File: src/rtl/pms_pkg.sv
// Shared types for the supply mode sequencer.
package pms_pkg;
    typedef enum logic [1:0] {
        MODE_START = 2'd0,
        MODE_SOFT  = 2'd1,
        MODE_RUN   = 2'd2,
        MODE_BURST = 2'd3
    } pms_mode_t;
endpackage

File: src/rtl/pms_softstart_timer.sv
// Soft-start timer: one sub-step counter and one step index.
// It produces the source window, the burst-arming flag, the end-of-ramp
// strobe and the descending sink code.
// Assumes ARM_CYC < STEP_CYC. Every counter clears whenever run is low.
module pms_softstart_timer #(
    parameter int ARM_CYC  = 12,
    parameter int STEP_CYC = 3000,
    parameter int STEPS    = 8,
    parameter int SINK_W   = 3
) (
    input  logic              clk,
    input  logic              rst_n,
    input  logic              run,
    output logic              src_en,
    output logic              armed,
    output logic              done,
    output logic [SINK_W-1:0] sink_code
);
    localparam int              SUB_W    = $clog2(STEP_CYC + 1);
    localparam logic [SUB_W-1:0]  SUB_LAST = SUB_W'(STEP_CYC - 1);
    localparam logic [SUB_W-1:0]  ARM_LAST = SUB_W'(ARM_CYC - 1);
    localparam logic [SINK_W-1:0] IDX_LAST = SINK_W'(STEPS - 1);

    logic [SUB_W-1:0]  sub_q;
    logic [SINK_W-1:0] idx_q;
    logic              arm_q;

    // Advance the sub-step and step counters; latch the arming point.
    always_ff @(posedge clk) begin
        if (!rst_n || !run) begin
            sub_q <= '0;
            idx_q <= '0;
            arm_q <= 1'b0;
        end else begin
            if (sub_q == SUB_LAST) begin
                sub_q <= '0;
                if (idx_q != IDX_LAST) idx_q <= idx_q + 1'b1;
            end else begin
                sub_q <= sub_q + 1'b1;
            end
            if (idx_q == '0 && sub_q == ARM_LAST) arm_q <= 1'b1;
        end
    end

    // Decode the outputs from the counter state.
    always_comb begin
        src_en    = run && !arm_q;
        armed     = run && arm_q;
        done      = run && (idx_q == IDX_LAST) && (sub_q == SUB_LAST);
        sink_code = run ? (IDX_LAST - idx_q) : '0;
    end

    // during a ramp the code never rises
    assert_code_monotonic_R3: assert property (@(posedge clk) disable iff (!rst_n)
        (run && $past(run)) |-> (sink_code <= $past(sink_code)));

    // the source is only on while the first step is active
    assert_src_first_step_R2: assert property (@(posedge clk) disable iff (!rst_n)
        src_en |-> (sink_code == IDX_LAST));
endmodule

File: src/rtl/pms_mode_fsm.sv
// Mode state machine: start-up, soft-start, normal run and burst.
// It also owns the turn-off level select, which is set on burst entry
// and cleared at the next turn-on. A supply drop beats a burst request.
module pms_mode_fsm
    import pms_pkg::*;
(
    input  logic      clk,
    input  logic      rst_n,
    input  logic      above_on,
    input  logic      below_off,
    input  logic      burst_req,
    input  logic      armed,
    input  logic      ss_done,
    output pms_mode_t mode,
    output logic      off_sel_high
);
    pms_mode_t mode_d;

    // Next-mode selection.
    always_comb begin
        mode_d = mode;
        unique case (mode)
            MODE_START: if (above_on) mode_d = MODE_SOFT;
            MODE_SOFT: begin
                if (below_off)               mode_d = MODE_START;
                else if (armed && burst_req) mode_d = MODE_BURST;
                else if (ss_done)            mode_d = MODE_RUN;
            end
            MODE_RUN: begin
                if (below_off)      mode_d = MODE_START;
                else if (burst_req) mode_d = MODE_BURST;
            end
            MODE_BURST: if (below_off) mode_d = MODE_START;
        endcase
    end

    // Mode register and turn-off level select.
    always_ff @(posedge clk) begin
        if (!rst_n) begin
            mode         <= MODE_START;
            off_sel_high <= 1'b0;
        end else begin
            mode <= mode_d;
            if (mode == MODE_START && mode_d == MODE_SOFT)
                off_sel_high <= 1'b0;
            else if (mode != MODE_BURST && mode_d == MODE_BURST)
                off_sel_high <= 1'b1;
        end
    end

    // the raised level is only selected on entering burst
    assert_sel_on_burst_R5: assert property (@(posedge clk) disable iff (!rst_n)
        $rose(off_sel_high) |-> (mode == MODE_BURST));

    // leaving start-up always goes to soft-start with the normal level
    assert_restart_path_R7: assert property (@(posedge clk) disable iff (!rst_n)
        ($past(mode) == MODE_START && mode != MODE_START) |-> (mode == MODE_SOFT && !off_sel_high));

    // a supply drop in any active mode returns to start-up
    assert_drop_exit_R7: assert property (@(posedge clk) disable iff (!rst_n)
        ($past(below_off) && $past(mode) != MODE_START) |-> (mode == MODE_START));
endmodule

File: src/rtl/pms_fault_latch.sv
// Sticky protection latches: index 0 holds overvoltage/overcurrent,
// index 1 holds mains undervoltage. Each is released by the supply
// release flag only when its own set source is inactive.
module pms_fault_latch #(
    parameter int N_LATCH = 2
) (
    input  logic clk,
    input  logic rst_n,
    input  logic ovp,
    input  logic ocp,
    input  logic mains_low,
    input  logic release_ok,
    output logic inhibit
);
    logic [N_LATCH-1:0] set_vec;
    logic [N_LATCH-1:0] lat_q;

    // Gather the set sources.
    always_comb begin
        set_vec    = '0;
        set_vec[0] = ovp | ocp;
        set_vec[N_LATCH-1] = set_vec[N_LATCH-1] | mains_low;
    end

    for (genvar i = 0; i < N_LATCH; i++) begin : g_latch
        // Set dominates release.
        always_ff @(posedge clk) begin
            if (!rst_n)          lat_q[i] <= 1'b0;
            else if (set_vec[i]) lat_q[i] <= 1'b1;
            else if (release_ok) lat_q[i] <= 1'b0;
        end
    end

    assign inhibit = |lat_q;

    // a fault is held on the following cycle
    assert_fault_holds_R8: assert property (@(posedge clk) disable iff (!rst_n)
        $past(ovp | ocp) |-> inhibit);

    // mains undervoltage is held on the following cycle
    assert_mains_holds_R9: assert property (@(posedge clk) disable iff (!rst_n)
        $past(mains_low) |-> inhibit);
endmodule

File: src/rtl/supply_mode_sequencer.sv
// Top of the supply mode sequencer. It joins the mode machine, the
// soft-start timer and the protection latches, and gates the switch
// permission. All timings are counted in clock cycles.
module supply_mode_sequencer #(
    parameter int ARM_CYC  = 12,
    parameter int STEP_CYC = 3000,
    parameter int STEPS    = 8,
    localparam int SINK_W  = $clog2(STEPS)
) (
    input  logic              clk,
    input  logic              rst_n,
    input  logic              vcc_above_on,
    input  logic              vcc_below_off,
    input  logic              vcc_above_ovp,
    input  logic              vcc_below_rel,
    input  logic              reg_below_burst,
    input  logic              ocp_fault,
    input  logic              mains_low,
    output logic              gate_en,
    output logic              src_en,
    output logic [SINK_W-1:0] sink_code,
    output logic              off_sel_high
);
    import pms_pkg::*;

    pms_mode_t mode;
    logic      armed;
    logic      ss_done;
    logic      inhibit;
    logic      ss_run;

    assign ss_run = (mode == MODE_SOFT);

    pms_mode_fsm u_fsm (
        .clk         (clk),
        .rst_n       (rst_n),
        .above_on    (vcc_above_on),
        .below_off   (vcc_below_off),
        .burst_req   (reg_below_burst),
        .armed       (armed),
        .ss_done     (ss_done),
        .mode        (mode),
        .off_sel_high(off_sel_high)
    );

    pms_softstart_timer #(
        .ARM_CYC (ARM_CYC),
        .STEP_CYC(STEP_CYC),
        .STEPS   (STEPS),
        .SINK_W  (SINK_W)
    ) u_timer (
        .clk      (clk),
        .rst_n    (rst_n),
        .run      (ss_run),
        .src_en   (src_en),
        .armed    (armed),
        .done     (ss_done),
        .sink_code(sink_code)
    );

    pms_fault_latch #(.N_LATCH(2)) u_latch (
        .clk       (clk),
        .rst_n     (rst_n),
        .ovp       (vcc_above_ovp),
        .ocp       (ocp_fault),
        .mains_low (mains_low),
        .release_ok(vcc_below_rel),
        .inhibit   (inhibit)
    );

    // Switch permission: active modes only, no latch set.
    always_comb gate_en = (mode == MODE_SOFT || mode == MODE_RUN) && !inhibit;

    // any protection input blocks the gate on the next cycle
    assert_gate_blocked_R10: assert property (@(posedge clk) disable iff (!rst_n)
        $past(vcc_above_ovp | ocp_fault | mains_low) |-> !gate_en);

    // burst mode never drives the gate
    assert_burst_gate_off_R5: assert property (@(posedge clk) disable iff (!rst_n)
        (mode == MODE_BURST) |-> (!gate_en && off_sel_high));
endmodule

File: config.mk
export PLATFORM = sky130hd
export DESIGN_NAME = supply_mode_sequencer
export DESIGN_NICKNAME = d
export VERILOG_FILES = /design/src/rtl/pms_pkg.sv /design/src/rtl/pms_softstart_timer.sv /design/src/rtl/pms_mode_fsm.sv /design/src/rtl/pms_fault_latch.sv /design/src/rtl/supply_mode_sequencer.sv
export SDC_FILE = /design/constraint.sdc
export NUM_CORES = 1
export LEC_CHECK = 0
export ABC_AREA = 1
export CAP_MARGIN = 25
export CORE_ASPECT_RATIO = 0.9
export CORE_MARGIN = 2
export CORE_UTILIZATION = 40
export CTS_BUF_LIST = sky130_fd_sc_hd__clkbuf_8
export CTS_CLUSTER_SIZE = 10
export DETAILED_ROUTE_END_ITERATION = 10
export DONT_BUFFER_PORTS = 1
export PLACE_DENSITY = 0.53
export SLEW_MARGIN = 10
export SYNTH_ARGS = -nofsm -noshare
export SYNTH_HDL_FRONTEND = slang
export SYNTH_HIERARCHICAL = 1
export SYNTH_SLANG_ARGS = --single-unit
File: constraint.sdc
create_clock -name clk -period 1.7 [get_ports clk]
set_input_delay 0.255 -clock clk [delete_from_list [all_inputs] [get_ports clk]]
set_output_delay 0.255 -clock clk [all_outputs]
set_load 0.1 [all_outputs]
Word level (Yosys, flattened, before mapping)
Index checks and enable logic that the tools add are counted.
Word-level totals
  output and inout bits: 6
  logic and storage cells: 57
  register bits: 21
  input bits: 9
Cells by class
  reduce and logical (&&, ||, !) cells: 23
  muxes and demuxes: 12
  eq/ne operators: 10
  add/sub/neg operators: 3
  bitwise gates (word level): 2
Operator list (count)
  $mux 2: 7
  $add 12x1->12 const B: 1
  $eq 12x12->1 const B: 1
  $eq 12x4->1 const B: 1
  $logic_and 1x1->1: 9
  $pmux 2 s4: 1
  $eq 2x2->1 const B: 3
  $reduce_or 2->1: 3
  $eq 2x1->1 const B: 2
  $logic_not 1->1: 4
  $reduce_bool 2->1: 2
  $add 3x1->3 const B: 1
  $eq 3x3->1 const B: 1
  $logic_not 3->1: 1
  $mux 1: 3
  $mux 3: 1
  $ne 3x3->1 const B: 1
  $sub 3x3->3 const A: 1
  $logic_not 2->1: 1
  $logic_or 1x1->1: 2
  $ne 2x2->1 const B: 1
  $reduce_and 2->1: 1
  $not 1->1: 1
  $or 1x1->1: 1

Logic depth before layout (Yosys ltp)
  depth in word-level cells: 10
  mapped depth: 11
  depth with buffers taken out: 11

Hierarchy
The synthesis kept the hierarchy.
By module, submodules not included
  pms_softstart_timer: area an instance 897.1 µm², cells each 127, sequential area each 320.3 µm², times used 1
  pms_mode_fsm: area an instance 195.2 µm², cells each 30, sequential area each 60.1 µm², times used 1
  pms_fault_latch: area an instance 78.8 µm², cells each 11, sequential area each 40.0 µm², times used 1
  supply_mode_sequencer: area an instance 20.0 µm², cells each 3, sequential area each 0.0 µm², times used 1

Least setup slack after synthesis
OpenSTA, ideal clock, no wires.
  path kind: flip-flop to output port
  start point: reg u_fsm.mode[1]
  end point: out gate_en
  arrival: 1.919 ns
  buffers on the path: 0
  setup slack: -0.474 ns
  cell stages (with the launch flop): 4
  data required time: 1.445 ns
  cells stage by stage: dfxtp_1 inv_1 ha_1 nor2_1
Between the ends
  word-level cells in the longest chain between the ends: 3
  elaborated cells on any way between the ends: 4
  those cells by class: eq/ne: 2; reduce/logical: 2
Ends and longest elaborated chain
  start, declared: RTL line pms_mode_fsm.sv:14  | output pms_mode_t mode,
  start signal, assigned: RTL line pms_mode_fsm.sv:43  | mode <= mode_d;
  $eq 2x1->1 / $eq 2x2->1 (equally long branches): RTL line supply_mode_sequencer.sv:72  | always_comb gate_en = (mode == MODE_SOFT || mode == MODE_RUN) && !inhibit;
  $logic_or 1x1->1 *: RTL line supply_mode_sequencer.sv:72
  $logic_and 1x1->1 *: RTL line supply_mode_sequencer.sv:72
  end, declared: RTL line supply_mode_sequencer.sv:19  | output logic gate_en,
Every way passes the cells marked *; elsewhere a longest branch is shown, timed or not.

Worst setup path after layout
  start point: reg u_fsm.mode[1]
  end point: out src_en
Between the ends
  word-level cells in the longest chain between the ends: 2
Ends and longest elaborated chain
  $eq 2x1->1: RTL line supply_mode_sequencer.sv:32  | assign ss_run = (mode == MODE_SOFT);
  net ss_run: RTL line supply_mode_sequencer.sv:30  | logic ss_run;
  $logic_and 1x1->1: RTL line pms_softstart_timer.sv:47  | src_en = run && !arm_q;
  end, declared: RTL line supply_mode_sequencer.sv:20  | output logic src_en,
The timed path passes the listed nets, and every way through them passes these cells.

==> flow_summary.yaml <==
status:
  outcome: "complete, no violations"
die:
  rows: 18
  start_util_pct: 42.65
  die_h_um: 55.77
  core_area_sq_um: 2793
  die_w_um: 61.52
  io_pins: 15
  dieArea_sq_um: 3431
yosys:
  yosysWarningCount: 6
  synth_most_common_cell: "nand2_1"
  synth.cell_area_sq_um: 1191
  netlist_instances: 171
  async_reset_ff_share_pct: 0
  synth_top_cell_by_area: "dfxtp_1"
  netlist_top_cells_count: "36 x nand2_1, 26 x inv_1, 25 x nor2_1"
  synth_edf_count: 0
  synth_top_area_share_pct: 35.29
  synth_nets: 185
  ys_ff_latch: 21
  yosysSeqAreaShare_pct: 35.29
  yosys-top-cells-area: "dfxtp_1 35%, nand2_1 11%, inv_1 8.2%"
  synth_cell_types: 22
  postSynthAreaPerCell_sq_um: 6.966
  synthFlopType: "dfxtp_1"
layout:
  nets: 199
  drive_gt1_share_pct: 28.80
  fill_cells: 296
  n_antenna_cell: 0
  area_growth_pct: 22.06
  multiInputGateArea_sq_um: 688.2
  seqCellArea_sq_um: 422.9
  design_area_sq_um: 1454
global_routing:
  grt.total_usage_pct: 14.58
  grt_max_degree: 13
  grt_pass1_vias: 932
  grt_pass1_wl_um: 3939
  grt_antenna_before_repair: 0
  overflow: 0
sta:
  post-route-min-period_ps: 1618
  setup_violations: 0
  drv_slew: 0
  clock.fmax_mhz: 618.0
  final-hold-violation-count: 0
  tightest_slew_ps: 347.6
  finClkSkew_ps: 1.559
  setup_ws_ps: 81.81
  rsz0062_at_grt: "yes"
  timing.final.crit_share_pct: 95.19
  max-slew-margin-rel_pct: 76.75
route:
  routed_wl_um: 2216
  via_per_inst: 4.496
  dr.pass1.iters: 4
  drtIter0Drc: 33
  routedWlPerCell_um: 9.893
  antenna_left: 0
  drc: 0
  vias: 1007
clocking:
  clkLatencyLatePin_ps: 260
  numCtsBuffers: 3
  clockRootBuffer: "clkbuf_8"
  clock-sinks: 21
  htreeDepth: 1
  cts_setup_buffers: 0
  postCtsHoldBufs: 0
  cts_max_path_buffers: 2
  clk_pin_slew_worst_paths_ps: 70
  tritoncts: "yes"
setup_path:
  rrSetupSlack_ps: 130
  required_ps: 1440
  crit_path_start_kind: "flip-flop"
  crit_path_end_kind: "output pin"
  reg2reg_from: "u_timer/idx_q[0]$_SDFFE_PP0P_"
  cp_max_fo: 4
  crit_start: "u_fsm/mode[1]$_SDFF_PN0_"
  crit_arrival_ps: 1360
  path_class: "reg -> out"
placed_design:
  portBuffers: 0
  place.detailed.hpwl_um: 1765
  routabilityCongestion: 0.8218
  dp_slack_ps: 64.38
  placed_cell_area_sq_um: 1380
pwr:
  finalPower_uw: 1005
  p_per_area_nw_per_um2: 691.5
  ir_drop_v: 0.0004813
  p_leak_uw: 0.0005884
min_path:
  hp-class: "in -> reg"
  worstHoldStart: "rst_n"
job:
  max_cap_viol_count: 0
[sequential cells by signal (all words and copies together), names as in the netlist]
| name | cells |
|---|---|
| u_timer/idx_q | 3 |
| u_timer/arm_q | 1 |
| u_fsm/off_sel_high | 1 |
| u_fsm/mode | 2 |
| u_latch/lat_q | 2 |
| u_timer/sub_q | 12 |
[routing by layer]
metal  GRT usage, %  part of all wire, %
met4          1.824                    0
met2          22.56                   44
met3          4.186                  3.4
met1          20.54                   52
met5              0                    0
[final timing paths]
check | to | cells after the start
worst max-delay path | src_en | 6
worst min-delay path | u_fsm/mode[1]$_SDFF_PN0_ | 2
worst max register to register | u_fsm/off_sel_high$_SDFFE_PP0P_ | 10
worst min register to register | u_latch/lat_q[0]$_SDFFE_PN0P_ | 2
[logic make-up (layout without fill, tap and decap cells)]
family | Yosys count | in the layout | synth area share (%)
buffers and inverters | 30 | 43 | 10.08
AOI/OAI and AO/OA | 11 | 11 | 5.882
xor gates and xnor gates | 4 | 4 | 2.941
DFF | 21 | 21 | 35.29
adders and majority gates | 5 | 5 | 5.252
and+or+nand+nor | 100 | 100 | 40.55
[report_power, final]
part	internal, uW	total, uW	switching, uW	leakage [uW]
Combinational	58.0	175	117	0.000392
Sequential	499	505	5.90	0.000171
Clock	163	326	163	0.0000255
Total	720	1010	285	0.000588
[cell usage in the layout (no fill, tap or decap), types with 4 or more instances in the layout]
cell,Yosys,final
xor2_1,4,4
nand3_2,4,4
inv_1,26,26
buf_12,0,5
nand3_1,7,7
dfxtp_1,21,19
nor2_1,25,20
nand2_1,36,36
nor2_2,14,18
buf_4,0,5
a21oi_1,4,4
a21oi_2,4,4
[area by class of cell]
cell class	instances	share of cell area, %
Inverter	29	7.487
Sequential cell	21	29.09
Clock buffer	3	2.840
Clock inverter	1	0.3442
Multi-Input combinational cell	120	47.33
Timing Repair Buffer	10	9.466
Tap cell	40	3.442
[per-stage QoR]
stage | util, % | hold WS [ps] | cells | setup TNS [ps]
after floorplan | - | 385.5 | 171 | -1765
after global placement | 49.42 | 389.3 | 220 | 0
after detailed placement | 49.42 | 394.7 | 220 | 0
after CTS | 51.08 | 106.3 | 224 | 0
after global routing | 52.06 | 137.0 | 224 | -53.34
final | 52.06 | 113.0 | 224 | 0
[what timing repair did]
item,4_1_cts,5_1_grt
endpoints found under the hold margin,0,0
endpoints found under the setup margin,0,6
gates resized for setup,0,7
[worst max-delay path, cell delays in order (launching register included)]
cell,delay (ps)
dfxtp_2,340
inv_1,60
ha_2,180
inv_1,60
buf_4,160
nor2_2,120
buf_12,190
(Power assumes the default switching activity.)
